**src/rtl/stripseq_pkg.sv**
```systemverilog
`timescale 1ns/1ps
// Package: shared phase type of the readout sequencer.
// Assumes: two phases are enough; finishing a readout goes straight back to sampling.
package stripseq_pkg;
    typedef enum logic {
        PH_SAMPLE = 1'b0,
        PH_READ   = 1'b1
    } seq_phase_e;
endpackage

```
**src/rtl/stripseq_slot_ring.sv**
```systemverilog
`timescale 1ns/1ps
// Module: stripseq_slot_ring
// Holds the index of the storage slot currently selected and decodes it
// into a one-hot select. Advances while sampling, rewinds by the trigger
// delay on an accepted trigger and reloads slot 0 at the end of a readout.
// Assumes: N_SLOTS is a power of two, so index arithmetic wraps for free.
module stripseq_slot_ring #(
    parameter int N_SLOTS = 32
) (
    input  logic                       clk,
    input  logic                       rst_n,
    input  logic                       advance,
    input  logic                       rewind,
    input  logic                       reload,
    input  logic [$clog2(N_SLOTS)-1:0] delay,
    output logic [$clog2(N_SLOTS)-1:0] slot,
    output logic [N_SLOTS-1:0]         sel
);
    localparam int SW = $clog2(N_SLOTS);

    // Slot index update: reload wins, then rewind, then plain advance.
    always_ff @(posedge clk) begin
        if (!rst_n) begin
            slot <= '0;
        end else if (reload) begin
            slot <= '0;
        end else if (rewind) begin
            slot <= slot - delay;
        end else if (advance) begin
            slot <= slot + 1'b1;
        end
    end

    // One-hot decode of the slot index, one comparator per slot.
    for (genvar g = 0; g < N_SLOTS; g++) begin : g_sel
        assign sel[g] = (slot == SW'(g));
    end
endmodule

```
**src/rtl/stripseq_chan_scan.sv**
```systemverilog
`timescale 1ns/1ps
// Module: stripseq_chan_scan
// Walks a channel index across all channels while active, decodes it to a
// one-hot channel select and produces a delayed ADC strobe with the channel
// number of the step it belongs to.
// Assumes: start coincides with the cycle before the first active cycle.
module stripseq_chan_scan #(
    parameter int N_CHAN = 128
) (
    input  logic                      clk,
    input  logic                      rst_n,
    input  logic                      start,
    input  logic                      active,
    output logic                      last,
    output logic [N_CHAN-1:0]         sel,
    output logic                      strobe,
    output logic [$clog2(N_CHAN)-1:0] strobe_chan
);
    localparam int CW = $clog2(N_CHAN);

    logic [CW-1:0] idx;

    // Channel index: cleared on start, stepped once per active cycle.
    always_ff @(posedge clk) begin
        if (!rst_n) begin
            idx <= '0;
        end else if (start) begin
            idx <= '0;
        end else if (active) begin
            idx <= idx + 1'b1;
        end
    end

    // Strobe one cycle behind each step, carrying that step's channel.
    always_ff @(posedge clk) begin
        if (!rst_n) begin
            strobe      <= 1'b0;
            strobe_chan <= '0;
        end else begin
            strobe      <= active;
            strobe_chan <= idx;
        end
    end

    assign last = active && (idx == CW'(N_CHAN - 1));

    // One-hot channel select, gated off outside the scan.
    for (genvar g = 0; g < N_CHAN; g++) begin : g_sel
        assign sel[g] = active && (idx == CW'(g));
    end
endmodule

```
**src/rtl/stripseq_ctrl.sv**
```systemverilog
`timescale 1ns/1ps
// Module: stripseq_ctrl
// Phase controller: accepts triggers while sampling, ends readout after the
// last channel, counts triggers refused during readout, times the channel
// clear pulse and the calibration-injection edge.
// Assumes: scan_last is high for exactly one readout cycle.
module stripseq_ctrl
    import stripseq_pkg::*;
#(
    parameter int N_SLOTS = 32,
    parameter int CNT_W   = 8
) (
    input  logic                       clk,
    input  logic                       rst_n,
    input  logic                       trigger,
    input  logic                       beam_xing,
    input  logic                       cal_enable,
    input  logic [$clog2(N_SLOTS)-1:0] cal_slot,
    input  logic [$clog2(N_SLOTS)-1:0] slot,
    input  logic                       scan_last,
    output logic                       reading,
    output logic                       accept,
    output logic                       finish,
    output logic                       done,
    output logic                       reset_ctl,
    output logic                       cal_ctl,
    output logic [CNT_W-1:0]           dropped
);
    localparam logic [CNT_W-1:0] DROP_MAX = {CNT_W{1'b1}};

    seq_phase_e phase;
    logic       cal_armed;

    assign reading = (phase == PH_READ);
    assign accept  = (phase == PH_SAMPLE) && trigger;
    assign finish  = reading && scan_last;

    // Phase register: sample until a trigger, read until the last channel.
    always_ff @(posedge clk) begin
        if (!rst_n) begin
            phase <= PH_SAMPLE;
        end else if (accept) begin
            phase <= PH_READ;
        end else if (finish) begin
            phase <= PH_SAMPLE;
        end
    end

    // End-of-readout pulse, one cycle after the last channel step.
    always_ff @(posedge clk) begin
        if (!rst_n) begin
            done <= 1'b0;
        end else begin
            done <= finish;
        end
    end

    // Saturating count of triggers refused during readout.
    always_ff @(posedge clk) begin
        if (!rst_n) begin
            dropped <= '0;
        end else if (reading && trigger && (dropped != DROP_MAX)) begin
            dropped <= dropped + 1'b1;
        end
    end

    // Channel-clear pulse following a beam crossing while sampling.
    always_ff @(posedge clk) begin
        if (!rst_n) begin
            reset_ctl <= 1'b0;
        end else begin
            reset_ctl <= beam_xing && (phase == PH_SAMPLE) && !trigger;
        end
    end

    // Calibration arm: drops at the programmed slot, re-arms at readout end.
    always_ff @(posedge clk) begin
        if (!rst_n) begin
            cal_armed <= 1'b1;
        end else if (finish) begin
            cal_armed <= 1'b1;
        end else if ((phase == PH_SAMPLE) && cal_enable && (slot == cal_slot)) begin
            cal_armed <= 1'b0;
        end
    end

    assign cal_ctl = cal_enable && cal_armed;
endmodule

```
**src/rtl/strip_pipe_seq.sv**
```systemverilog
`timescale 1ns/1ps
// Module: strip_pipe_seq (top)
// Readout sequencer for a front-end chip with a ring of analog storage
// slots per channel and a serial channel readout. Joins the slot ring,
// the channel scan and the phase controller.
// Assumes: N_SLOTS and N_CHAN are powers of two; bleed_en is static.
module strip_pipe_seq #(
    parameter int N_SLOTS = 32,
    parameter int N_CHAN  = 128,
    parameter int CNT_W   = 8
) (
    input  logic                       clk,
    input  logic                       rst_n,
    input  logic                       trigger,
    input  logic                       beam_xing,
    input  logic [$clog2(N_SLOTS)-1:0] trig_delay,
    input  logic                       cal_enable,
    input  logic [$clog2(N_SLOTS)-1:0] cal_slot,
    input  logic                       bleed_en,
    output logic                       sample_ctl,
    output logic                       insel_ctl,
    output logic [N_SLOTS-1:0]         pipe_sel,
    output logic [N_CHAN-1:0]          chan_sel,
    output logic                       adc_strobe,
    output logic [$clog2(N_CHAN)-1:0]  adc_chan,
    output logic                       done,
    output logic                       reset_ctl,
    output logic                       cal_ctl,
    output logic                       bleed_ctl,
    output logic [CNT_W-1:0]           dropped_cnt
);
    localparam int SW = $clog2(N_SLOTS);

    logic          reading;
    logic          accept;
    logic          finish;
    logic          scan_last;
    logic [SW-1:0] slot;

    stripseq_ctrl #(
        .N_SLOTS (N_SLOTS),
        .CNT_W   (CNT_W)
    ) u_ctrl (
        .clk        (clk),
        .rst_n      (rst_n),
        .trigger    (trigger),
        .beam_xing  (beam_xing),
        .cal_enable (cal_enable),
        .cal_slot   (cal_slot),
        .slot       (slot),
        .scan_last  (scan_last),
        .reading    (reading),
        .accept     (accept),
        .finish     (finish),
        .done       (done),
        .reset_ctl  (reset_ctl),
        .cal_ctl    (cal_ctl),
        .dropped    (dropped_cnt)
    );

    stripseq_slot_ring #(
        .N_SLOTS (N_SLOTS)
    ) u_ring (
        .clk     (clk),
        .rst_n   (rst_n),
        .advance (!reading && !trigger),
        .rewind  (accept),
        .reload  (finish),
        .delay   (trig_delay),
        .slot    (slot),
        .sel     (pipe_sel)
    );

    stripseq_chan_scan #(
        .N_CHAN (N_CHAN)
    ) u_scan (
        .clk         (clk),
        .rst_n       (rst_n),
        .start       (accept),
        .active      (reading),
        .last        (scan_last),
        .sel         (chan_sel),
        .strobe      (adc_strobe),
        .strobe_chan (adc_chan)
    );

    // Mode controls: both high while sampling, both low while reading.
    assign sample_ctl = !reading;
    assign insel_ctl  = !reading;
    assign bleed_ctl  = bleed_en;
endmodule

```
**config.mk**
```make
export PLATFORM = sky130hd
export DESIGN_NAME = strip_pipe_seq
export DESIGN_NICKNAME = d
export VERILOG_FILES = /design/src/rtl/stripseq_pkg.sv /design/src/rtl/stripseq_slot_ring.sv /design/src/rtl/stripseq_chan_scan.sv /design/src/rtl/stripseq_ctrl.sv /design/src/rtl/strip_pipe_seq.sv
export SDC_FILE = /design/constraint.sdc
export NUM_CORES = 1
export LEC_CHECK = 0
export BUFFER_PORTS_ARGS = -buffer_cell sky130_fd_sc_hd__buf_2
export CORE_ASPECT_RATIO = 1.1
export CORE_MARGIN = 1.5
export CORE_UTILIZATION = 45
export CTS_BUF_LIST = sky130_fd_sc_hd__clkbuf_4
export CTS_CLUSTER_DIAMETER = 100
export CTS_CLUSTER_SIZE = 30
export DETAILED_ROUTE_END_ITERATION = 10
export PLACE_DENSITY_LB_ADDON = 0.2
export SLEW_MARGIN = 10
export SYNTH_ARGS = -nofsm -noshare
export SYNTH_HDL_FRONTEND = slang
export SYNTH_HIERARCHICAL = 1
export SYNTH_SLANG_ARGS = --single-unit
```
**constraint.sdc**
```tcl
create_clock -name clk -period 4 [get_ports clk]
set_input_delay 0.6 -clock clk [delete_from_list [all_inputs] [get_ports clk]]
set_output_delay 0.6 -clock clk [all_outputs]
set_load 0.05 [all_outputs]
```
==> metrics.yaml <==
clocking:
  cts-resized-gates: 0
  cts_buffer_depth: 2
  postCtsSetupBuffers: 0
  cts_sinks: 32
  path_clk_slew_ns: 0.11
  cts_buffers: 5
  cts-root-buf: "clkbuf_4"
  postCtsHoldBufs: 0
  worst_skew_pair.late_latency_ns: 0.34
  cts_tree: "built"
  cts_max_level: 2
finish:
  n_antenna_cell: 0
  layout_common_cells: "195 x buf_2, 174 x nor2_1, 42 x nand2_1, 32 x dfxtp_1"
  postLayoutCoreUtil_pct: 63.7
  drive_gt1_share_pct: 37.8
  fin_nets: 612
  fillers: 564
  layout_commonest_cell: "buf_2"
  area_growth_pct: 37.6
timing:
  setup_violations: 0
  post-route-min-period_ns: 2.75
  tightest_slew_ns: 0.743
  fmax_ghz: 0.364
  finalSetupTns_ns: 0
  slew_headroom_pct: 50.3
  hold_slack_ns: 0.473
  skew_ns: 0.00833
  drv_slew: 0
  rsz0062_at_grt: "false"
  finalHoldViolations: 0
  post-route-period-util_pct: 68.7
setup_path:
  arrival_ns: 2.15
  r2r-end: "u_ring/slot[4]$_SDFFE_PP0P_"
  cpPeakStageDelay_ns: 0.48
  worst_setup_path_end_kind: "output port"
  crit_start: "u_scan/idx[0]$_SDFFE_PP0P_"
  crit_type: "reg2out"
  worstPathCellList: "ha_1 -> nand4_4 -> or3_1 -> inv_1 -> buf_2"
  slowest_stage: "dfxtp_1"
  worstSetupStartpointType: "flip-flop"
  reg2reg_depth: 9
  regToRegStartpoint: "u_ctrl/reading$_SDFFE_PN0P_"
  rrSetupSlack_ns: 1.50
  path_max_fanout: 9
  required_ns: 3.40
yosys:
  synth_edf_count: 0
  yosysWarnings: 6
  synth_area_um2: 2650
  syn_avg_cell_area_um2: 6.49
  synth_top_area_share_pct: 24.6
  yosysTopAreaCell: "nor2_1"
  synth_cell_type_count: 51
  synth_flop_cell: "dfxtp_1"
  yosysSeqAreaShare_pct: 24.2
  syn_nets: 435
  synthArstFlopShare_pct: 0
  ys_ff_latch: 32
  synth_area_leaders: "nor2_1 25%, dfxtp_1 24%, nand2_1 5.9%, ha_1 4.2%, xor2_1 2.6%"
  postSynthCellCount: 409
drt:
  dr.pass1.iters: 4
  drt_wl_total_um: 8950
  via_per_inst: 5.00
  drtIter0Drc: 166
  vias: 3322
  drcViolationCount: 0
  final_antenna_net_count: 0
  wl_per_cell_um: 13.5
power_and_ir_drop:
  power.leakage_nw: 2.06
  p_per_area_nw_per_um2: 219
  peakVddDrop_mv: 0.110
global_routing:
  grt_start_max_net_pins: 26
  antenna_found_initial: 0
  grt_pass1_vias: 2851
  gr-usage-all-layers_pct: 26.7
  grt_first_pass_wirelength_um: 14200
  gr-total-overflow: 0
worst_hold_path:
  min-delay-path-class: "in2reg"
  holdCritStartpoint: "beam_xing"
  holdPathEnd: "u_ctrl/reset_ctl$_SDFF_PN0_"
  hold_depth: 2
floorplanning:
  rows: 29
  dieWidth_um: 76.2
  start_util_pct: 46.3
  core_um2: 5730
  dieArea_um2: 6360
  die_h_um: 83.5
  boundaryPins: 198
outcome:
  status: "complete, no violations"
place:
  place_congestion: 0.826
  portBuffers: 195
  place_hpwl_um: 6890
flow_run:
  maxCapViolCount: 0
## metal layers
| metal | track usage (%) | up-vias | share of wire [%] |
|---|---|---|---|
| met5 | 0 | - | 0 |
| met4 | 6.73 | 0 | 1.6 |
| met3 | 4.15 | 16 | 7.3 |
| met2 | 46.4 | 159 | 49 |
| met1 | 34.5 | 1479 | 42 |
| li1 | - | 1668 | - |
## registers in the layout, indices dropped and copies added (netlist names)
name,flops
u_ring/slot,5
u_ctrl/done,1
u_ctrl/cal_armed,1
u_ctrl/reset_ctl,1
u_ctrl/reading,1
u_scan/strobe,1
u_scan/strobe_chan,7
u_ctrl/dropped,8
u_scan/idx,7
## Yosys cell counts (2+ instances only)
library cell,number
o211ai_1,2
buf_4,3
nor3_1,3
or2_2,2
nand3b_1,5
ha_1,9
and2_1,9
buf_2,6
o21ai_0,6
nor2_1,174
buf_6,5
nand4_1,4
and4_4,2
dfxtp_1,32
nand2_1,42
and3_2,2
a21oi_1,8
or3b_2,2
clkbuf_1,9
xor2_1,8
or3_1,4
clkbuf_2,2
nand4_4,2
nor2b_1,3
a211oi_1,2
nand2b_1,9
mux2i_1,5
and3b_1,6
nand3_1,7
o2111ai_1,2
and3_1,6
inv_1,9
## area by class of cell
class	instances	area (µm²)	area share (%)
clock inverter	2	35.0	0.960
sequential	32	641	17.6
clock buffer	6	45.0	1.23
inverter	9	33.8	0.926
timing repair buffer	196	983	26.9
tap	77	96.3	2.64
multi-input combinational	342	1820	49.7
## stage by stage
stage          total power, W  instances  setup slack [ns]  instance area, µm²
4_1_cts              0.000806        664              1.21                3650
6_report             0.000800        664              1.25                3650
3_3_place_gp         0.000552        656              1.42                3570
5_1_grt              0.000832        664              1.10                3650
2_1_floorplan        0.000511        409              1.57                2650
3_5_place_dp         0.000555        656              1.35                3570
## report_power, final
part / switching [W] / internal [W]
sequential: 0.0000182 / 0.000329
combinational: 0.000143 / 0.0000583
clock: 0.000114 / 0.000138
## worst max path at each step
stage                                       end  slack, ns  depth (start not counted)
finish                             chan_sel[63]       1.25                          5
global route                      chan_sel[127]       1.10                          3
CTS                                chan_sel[63]       1.21                          5
detailed placement  u_ring/slot[4]$_SDFFE_PP0P_       1.35                          9
global placement    u_ring/slot[4]$_SDFFE_PP0P_       1.42                          9
floorplan                         chan_sel[112]       1.57                          4
## critical path, delay by kind of cell, from the launching register on
kind,cells,cell delay (ns)
and+or+nand+nor,2,0.62
adders and majority gates,1,0.39
buffers and inverters,2,0.31
DFF,1,0.48
## cells by family (layout without fill, tap and decap cells)
group / count (synthesis) / in the layout / synth area share, %
muxes: 5 / 5 / 1.89
adders and majority gates: 10 / 10 / 5.00
and+or+nand+nor: 293 / 293 / 52.0
buffers and inverters: 35 / 213 / 7.41
AOI/OAI and AO/OA: 25 / 25 / 6.60
DFF: 32 / 32 / 24.2
xor gates and xnor gates: 9 / 9 / 2.97
(Power assumes the default switching activity.)
